==> config.mk <==
export PLATFORM = sky130hd
export DESIGN_NAME = link_irq_router
export DESIGN_NICKNAME = d
export VERILOG_FILES = /design/src/rtl/link_router_pkg.sv /design/src/rtl/link_router_ctrl.sv /design/src/rtl/link_router_dp.sv /design/src/rtl/link_irq_router.sv
export SDC_FILE = /design/constraint.sdc
export NUM_CORES = 1
export LEC_CHECK = 0
export ABC_AREA = 1
export CORE_ASPECT_RATIO = 0.5
export CORE_MARGIN = 2
export CORE_UTILIZATION = 40
export DETAILED_ROUTE_END_ITERATION = 7
export DONT_BUFFER_PORTS = 1
export PLACE_DENSITY = 0.56
export SYNTH_ARGS = -nofsm -noshare
export SYNTH_HDL_FRONTEND = slang
export SYNTH_HIERARCHICAL = 1
export SYNTH_SLANG_ARGS = --single-unit
export TNS_END_PERCENT = 1
==> constraint.sdc <==
create_clock -name clk -period 3.4 [get_ports clk]
set_input_delay 0.68 -clock clk [delete_from_list [all_inputs] [get_ports clk]]
set_output_delay 0.68 -clock clk [all_outputs]
set_load 0.1 [all_outputs]
==> src/rtl/link_router_pkg.sv <==
package link_router_pkg;
  localparam int NUM_LINKS   = 8;
  localparam int IRQ_LINES   = 16;
  localparam int IRQ_W       = $clog2(IRQ_LINES);
  localparam int DATA_W      = 8;
  localparam int LINK_ADDR_W = 4;
  localparam int CNT_W       = 8;
  localparam int DIS_BIT     = 7;
  localparam logic [IRQ_LINES-1:0] PERMIT_MASK = 16'hDEF8;
  localparam logic [DATA_W-1:0]    FIELD_MASK  = 8'h8F;
  localparam logic [DATA_W-1:0]    RESET_VAL   = 8'h80;

  typedef struct packed {
    logic [NUM_LINKS-1:0] wrSel;
    logic [NUM_LINKS-1:0] rdSel;
    logic [NUM_LINKS-1:0] incSel;
    logic [NUM_LINKS-1:0] decSel;
  } strobe_t;
endpackage

==> src/rtl/link_router_ctrl.sv <==
module link_router_ctrl
  import link_router_pkg::*;
(
  input  logic                   regWrEn,
  input  logic                   regRdEn,
  input  logic [LINK_ADDR_W-1:0] regLink,
  input  logic [NUM_LINKS-1:0]   assertEv,
  input  logic [NUM_LINKS-1:0]   deassertEv,
  output strobe_t                strobe,
  output logic                   linkInRange
);
  always_comb begin
    linkInRange = (regLink != '0) && (regLink <= LINK_ADDR_W'(NUM_LINKS));
  end

  for (genvar i = 0; i < NUM_LINKS; i++) begin : g_sel
    logic hit;
    assign hit = (regLink == LINK_ADDR_W'(i + 1));
    assign strobe.wrSel[i]  = regWrEn & hit;
    assign strobe.rdSel[i]  = regRdEn & hit;
    assign strobe.incSel[i] = assertEv[i];
    assign strobe.decSel[i] = deassertEv[i];
  end
endmodule

==> src/rtl/link_router_dp.sv <==
module link_router_dp
  import link_router_pkg::*;
#(
  parameter int CntW = CNT_W
) (
  input  logic                 clk,
  input  logic                 rstN,
  input  strobe_t              strobe,
  input  logic [DATA_W-1:0]    wrData,
  output logic [DATA_W-1:0]    rdData,
  output logic [IRQ_LINES-1:0] irqOut,
  output logic                 underflowErr
);
  localparam logic [CntW-1:0] CNT_MAX = '1;

  logic [DATA_W-1:0]    linkReg [NUM_LINKS];
  logic [CntW-1:0]      count   [NUM_LINKS];
  logic [NUM_LINKS-1:0] linkValid;
  logic [NUM_LINKS-1:0] linkDrive;
  logic [NUM_LINKS-1:0] underHit;

  for (genvar i = 0; i < NUM_LINKS; i++) begin : g_link
    always_ff @(posedge clk or negedge rstN) begin
      if (!rstN) linkReg[i] <= RESET_VAL;
      else if (strobe.wrSel[i]) linkReg[i] <= wrData & FIELD_MASK;
    end

    always_ff @(posedge clk or negedge rstN) begin
      if (!rstN) count[i] <= '0;
      else begin
        unique case ({strobe.incSel[i], strobe.decSel[i]})
          2'b10:   if (count[i] != CNT_MAX) count[i] <= count[i] + 1'b1;
          2'b01:   if (count[i] != '0)      count[i] <= count[i] - 1'b1;
          default: count[i] <= count[i];
        endcase
      end
    end

    assign underHit[i]  = strobe.decSel[i] & ~strobe.incSel[i] & (count[i] == '0);
    assign linkValid[i] = ~linkReg[i][DIS_BIT] & PERMIT_MASK[linkReg[i][IRQ_W-1:0]];
    assign linkDrive[i] = linkValid[i] & (count[i] != '0);

    assert_no_wrap_R12: assert property (@(posedge clk) disable iff (!rstN)
      (count[i] == CNT_MAX && strobe.incSel[i] && !strobe.decSel[i]) |=> (count[i] == CNT_MAX));
    assert_no_underflow_R11: assert property (@(posedge clk) disable iff (!rstN)
      (count[i] == '0 && strobe.decSel[i] && !strobe.incSel[i]) |=> (count[i] == '0 && underflowErr));
    assert_pair_hold_R8: assert property (@(posedge clk) disable iff (!rstN)
      (strobe.incSel[i] && strobe.decSel[i]) |=> $stable(count[i]));
    assert_field_bits_R2: assert property (@(posedge clk) disable iff (!rstN)
      linkReg[i][6:4] == 3'b000);
  end

  always_ff @(posedge clk or negedge rstN) begin
    if (!rstN) underflowErr <= 1'b0;
    else if (|underHit) underflowErr <= 1'b1;
  end

  always_comb begin
    irqOut = '0;
    for (int i = 0; i < NUM_LINKS; i++) begin
      if (linkDrive[i]) irqOut[linkReg[i][IRQ_W-1:0]] = 1'b1;
    end
  end

  always_comb begin
    rdData = '0;
    for (int i = 0; i < NUM_LINKS; i++) begin
      if (strobe.rdSel[i]) rdData = rdData | linkReg[i];
    end
  end

  assert_sticky_R11: assert property (@(posedge clk) disable iff (!rstN)
    underflowErr |=> underflowErr);
  assert_permit_only_R5: assert property (@(posedge clk) disable iff (!rstN)
    (irqOut & ~PERMIT_MASK) == '0);
  assert_needs_source_R7: assert property (@(posedge clk) disable iff (!rstN)
    (|irqOut) |-> (|linkDrive));
endmodule

==> src/rtl/link_irq_router.sv <==
module link_irq_router
  import link_router_pkg::*;
(
  input  logic                   clk,
  input  logic                   rstN,
  input  logic                   regWrEn,
  input  logic                   regRdEn,
  input  logic [LINK_ADDR_W-1:0] regLink,
  input  logic [DATA_W-1:0]      regWrData,
  output logic [DATA_W-1:0]      regRdData,
  input  logic [NUM_LINKS-1:0]   assertEv,
  input  logic [NUM_LINKS-1:0]   deassertEv,
  output logic [IRQ_LINES-1:0]   irqOut,
  output logic                   underflowErr
);
  strobe_t strobe;
  logic    linkInRange;

  link_router_ctrl u_ctrl (
    .regWrEn     (regWrEn),
    .regRdEn     (regRdEn),
    .regLink     (regLink),
    .assertEv    (assertEv),
    .deassertEv  (deassertEv),
    .strobe      (strobe),
    .linkInRange (linkInRange)
  );

  link_router_dp #(.CntW(CNT_W)) u_dp (
    .clk          (clk),
    .rstN         (rstN),
    .strobe       (strobe),
    .wrData       (regWrData),
    .rdData       (regRdData),
    .irqOut       (irqOut),
    .underflowErr (underflowErr)
  );

  assert_bad_link_read_R3: assert property (@(posedge clk) disable iff (!rstN)
    (regRdEn && !linkInRange) |-> (regRdData == '0));
  assert_idle_read_R4: assert property (@(posedge clk) disable iff (!rstN)
    !regRdEn |-> (regRdData == '0));
endmodule

---- Word-level counts from Yosys, hierarchy flattened ----
Memories as Yosys holds them, arrays and structs flattened.
Cells that the tools add are included.
word-level totals
  output and inout port bits .............. 25
  memories ................................ 8
  register bits ........................... 105
  bits in read-only memories .............. 128
memories
  name             words  bits a word  rd ports  clocked after memory_dff  wr ports  line                  text
  (no name shown)  16     1            1         0                         0         link_router_dp.sv:40  assign linkValid[i] = ~linkReg[i][DIS_BIT] & PERMIT_MASK[linkReg[i][IRQ_W-1:0]];
  (no name shown)  16     1            1         0                         0         link_router_dp.sv:40
  (no name shown)  16     1            1         0                         0         link_router_dp.sv:40
  (no name shown)  16     1            1         0                         0         link_router_dp.sv:40
  (no name shown)  16     1            1         0                         0         link_router_dp.sv:40
  (no name shown)  16     1            1         0                         0         link_router_dp.sv:40
  2 more memories  -      -            -         -                         -         -
cells by class
  eq/ne operators ......................... 48
  muxes and demuxes ....................... 64
  reductions and logical operators ........ 41
  magnitude comparators ................... 16
  add/subtract/negate cells ............... 16
  bitwise logic cells ..................... 78
operators with widths
  cell                   number
  $mux W8                24
  $mux W16               8
  $pmux W8 S2            8
  $or A16 B16 Y16        7
  $add A8 B1 Y8 const B  8
  $logic_not A8 Y1       8
  $ne A8 B8 Y1 const B   8
  $reduce_bool A8 Y1     8
  $sub A8 B1 Y8 const B  8
  $or A8 B8 Y8           7
  $and A1 B1 Y1          48
  $lt A4 B5 Y1 const B   8
  $demux W1 S4           8
  $ge A4 B1 Y1 const B   8
  $ne A2 B1 Y1 const B   16
  $reduce_and A3 Y1      8
  $eq A2 B1 Y1 const B   8
  $eq A2 B2 Y1 const B   8
  $eq A4 B3 Y1 const B   4
  $mux W1                16
  $not A1 Y1             16
  $reduce_bool A2 Y1     8
  $eq A4 B2 Y1 const B   2
  $logic_and A1 B1 Y1    8
  3 further kinds        3

---- Longest topological paths before layout ----
  depth in word-level cells ............... 19
  gate-level depth with buffers ........... 13
  mapped depth without buffers ............ 12

---- Cells and area by module ----
The synthesis kept the hierarchy.
by module, submodules not included
  module            times used  area each (µm²)  cells each
  link_router_dp    1           8763.4           1238
  link_router_ctrl  1           277.8            53

---- Least setup slack after synthesis ----
No wires, ideal clock.
  path type ............................... input -> output
  start point ............................. in regLink[2]
  end point ............................... out regRdData[0]
  arrival ................................. 2666 ps
  slack ................................... 54 ps
  cell stages on the path ................. 6
  required time ........................... 2720 ps
  cell sequence ........................... inv_1 nor2_2 inv_1 nor3_1 inv_1 o2111ai_1
RTL lines
  item             line                   text
  start, declared  link_irq_router.sv:8   input logic [LINK_ADDR_W-1:0] regLink,
  end, declared    link_irq_router.sv:10  output logic [DATA_W-1:0] regRdData,

---- Final worst setup path ----
  start point ............................. reg u_dp/linkReg[16] (netlist name)
  end point ............................... out irqOut[4]
on the way
  longest elaborated chain between the ends .. 10
  elaborated cells on any way between the ends .. 15
RTL lines
  item                                                                       line                   text
  start, declared                                                            link_router_dp.sv:16   logic [DATA_W-1:0] linkReg [NUM_LINKS];
  start signal, assigned by index                                            link_router_dp.sv:25   else if (strobe.wrSel[i]) linkReg[i] <= wrData & FIELD_MASK;
  $lt A4 B5 Y1 (implied by the code) / $ge A4 B1 Y1 (equally long branches)  link_router_dp.sv:61   if (linkDrive[i]) irqOut[linkReg[i][IRQ_W-1:0]] = 1'b1;
  $logic_and A1 B1 Y1 (implied by the code)                                  link_router_dp.sv:61
  $mux W1 (implied by the code)                                              link_router_dp.sv:61
  $demux W1 S4                                                               -
  $or A16 B16 Y16 (no source line)                                           -
  $mux W16 (*)                                                               link_router_dp.sv:61
  $or A16 B16 Y16 (no source line)                                           -
  $mux W16 (*)                                                               link_router_dp.sv:61
  $or A16 B16 Y16 (no source line)                                           -
  $mux W16 (*)                                                               link_router_dp.sv:61
  end, declared                                                              link_irq_router.sv:13  output logic [IRQ_LINES-1:0] irqOut,
Mark *: on every way between the ends. The rest lies on a longest branch, timed or not. The select of a mux whose other input is x is not followed.

==> results.txt <==
----------------------------------------------------
[GRT]
  Vias in the first global route ... 7598
  Pin count of the biggest net entering global routing ... 66
  Antenna violations before repair ... 0
  Total congestion overflow after global routing ... 0
  Total global-route track usage ... 20.9%
  Global-route wire length before repair ... slightly below 40000 microns

[Timing]
  Worst setup skew after layout ... between 7 and 8 ps
  Final hold violations ... 0
  Unrepaired setup endpoints after global routing ... no
  Share of the cycle needed by the critical path after routing ... 94.0%
  Final sum of negative setup slack ... 0 ps
  Final worst path period need ... 3200 ps
  Max Clk Rate ... 0.313 GHz
  Final setup fails ... 0
  Max-Slew Margin vs Limit ... 34.3%
  Slew Limit Fails ... 0
  Smallest hold slack ... 127 ps
  Worst-margin pin slew ... 983 ps

[Detailed routing]
  Length of the first detailed-routing pass in iterations ... 5
  Final routed DRC violation total ... 0
  Wire length reported by the detailed router ... between 20000 and 25000 microns
  Via count of the routed design ... 8373
  Number of DRC violations after detailed-routing iteration 0 ... 592
  Routed wire length per instance ... 15.4 microns
  Post-DRT Antenna Nets ... 0
  Average via count per standard cell ... ~5.3

[Final layout]
  Antenna Diode Count ... 0
  Non-filler cells in the finished layout ... 1578
  Number of nets in the layout ... 1369
  Finished Cell Area ... 9590 sq um
  FF+latch area ... ~2600 sq um
  FILL cells ... around 2200
  Area of the multi-input gates ... 5440 sq um
  Fraction of layout cells with a size suffix above 1 ... 7.20%
  Area overhead of the layout relative to synthesis ... 6.27%

[Run status]
  Run status ... finished clean

[Power and ir drop]
  Overall power ... approximately 7.6 mW
  Peak supply drop ... 0.453 mV
  Leak ... 4.88 nW
  Cell-internal power ... 3.78 mW
  Switching fraction of total power ... 49.9%
  Pwr per Cell Area ... approximately 800 nW/um^2
  Psw ... about 3.8 mW
  Sequential cell fraction of total power ... around 32%
  Clock share of power ... 14.7%
  Combinational share of power ... 53.3%

[Die]
  Number of rows created at floorplan ... 38
  Die extent in y ... 110 microns
  Die Wd ... between 200 and 250 microns
  Starting density of the core ... between 40% and 50%
  Core region area ... 21900 sq um
  Number of I/O pins ... between 50 and 60
  Area of the die ... 23800 sq um

[Clocking]
  Resize count post-CTS ... 0
  TritonCTS clock tree ... yes
  Clock sink count ... ~110
  Clock slew at the register clock pins of the worst setup and hold paths ... 70 ps
  Inserted Clock Buffers ... 9
  Hold buffers post-CTS ... 3
  Clk Tree Root Cell ... sky130_fd_sc_hd__clkbuf_16
  Clk_lat worst skew ... 360 ps
  CTS H-tree lvls ... 3
  Buffer count from post-CTS setup fixing ... 0
  Clock buffer depth ... 2

[Critical path]
  Top Family by Delay on Critical Path ... simple AND/OR/NAND/NOR gates
  Data arrival time at the worst-slack endpoint ... 2520 ps
  Critical Path Start Type ... register
  Cells along the critical path ... inv_1, nand2_1, nand2_1, nor2_1, nor2_1, nand4_1, o21ai_1, nor2_1, nand2_1, buf_4
  WP depth ... 10
  Count of buffer and inverter cells on the critical path ... 2
  CP max stage cell ... sky130_fd_sc_hd__nor2_1
  Worst reg2reg path depth ... 5
  Required time of the critical path ... 2720 ps
  Capturing element type of the critical path ... primary output
  Critical Setup Path Class ... reg2out
  Stage delay of the slowest cell on the critical path ... 470 ps
  Worst reg2reg setup slack ... roughly 1400 ps
  Reg-to-reg endpoint ... u_dp/count[40]
  Startpoint of the most critical register-to-register path ... u_dp/count[41]
  Worst-path maximum fanout ... 11

[Run]
  Number of max-cap violations ... 0

[Synthesis]
  Mapped Avg Cell Area ... 7.01 sq um
  Post-Syn Instances ... 1287
  Cell area after synthesis ... approximately 9000 sq um
  Warnings, synthesis ... 6

[Placed design]
  Final Wtd Congestion ... 0.952
  Placed wire-length estimate ... 18200 microns
  Post-DP Area ... 9220 sq um
  Count of input and output buffers ... 0
  Placed instance count ... 1559

[Worst hold path]
  Worst min-delay path class ... in2async

----------------------------------------------------
## routing by layer
metal	part of all wire [%]	up-vias	global-route usage (%)	routed length, microns
li1	-	4204	-	-
met2	43	203	33.3	10400
met4	1.8	0	5.63	434
met5	0	-	0	0
met1	50	3934	29.1	12100
met3	5.6	32	4.50	1360
## worst max path at each step
stage | start | end | slack (ps)
2_1_floorplan | regLink[2] | regRdData[0] | 60
3_3_place_gp | regRdEn | regRdData[2] | 660
3_5_place_dp | regRdEn | regRdData[2] | 650
4_1_cts | u_dp/linkReg[34] | irqOut[5] | 270
5_1_grt | u_dp/linkReg[34] | irqOut[14] | 40
6_report | u_dp/linkReg[16] | irqOut[4] | 200
## final cells by class
cell class	count	share of cell area, %
flip-flops and latches	105	27.5
clock buffers	12	2.78
inverters	168	6.58
clock inverters	4	0.509
multi-input cells	969	56.8
well taps	300	3.91
repair buffers	20	1.93
## power by group through the flow
stage	Sequential (mW)	Clock [mW]	Combinational, mW
finish	2.42	1.11	4.02
global route	2.51	1.20	4.52
CTS	2.41	1.16	4.02
detailed placement	2.42	0	3.97
global placement	2.42	0	3.89
floorplan	2.24	0	3.35
## cell usage in the layout, fill, tap and decap left out, types with 19 or more instances in the layout
cell,count
sky130_fd_sc_hd__nand4_1,91
sky130_fd_sc_hd__dfrtp_1,97
sky130_fd_sc_hd__a21oi_1,37
sky130_fd_sc_hd__nand2_1,290
sky130_fd_sc_hd__ha_1,56
sky130_fd_sc_hd__nor2_1,162
sky130_fd_sc_hd__inv_1,161
sky130_fd_sc_hd__xor2_1,37
sky130_fd_sc_hd__nand3_1,65
sky130_fd_sc_hd__o21ai_0,75
sky130_fd_sc_hd__a21o_1,19
## per-stage QoR
step	utilization [%]	setup WS [ps]
after detailed placement	42.0	655
final	43.7	205
after global placement	42.0	662
after floorplan	-	64.5
after global routing	43.7	42.0
after CTS	43.7	272
## flip-flops by register name, summed over array words and instances (netlist names)
register	cells
u_dp/linkReg	40
u_dp/underflowErr	1
u_dp/count	64
(Power assumes the default switching activity.)
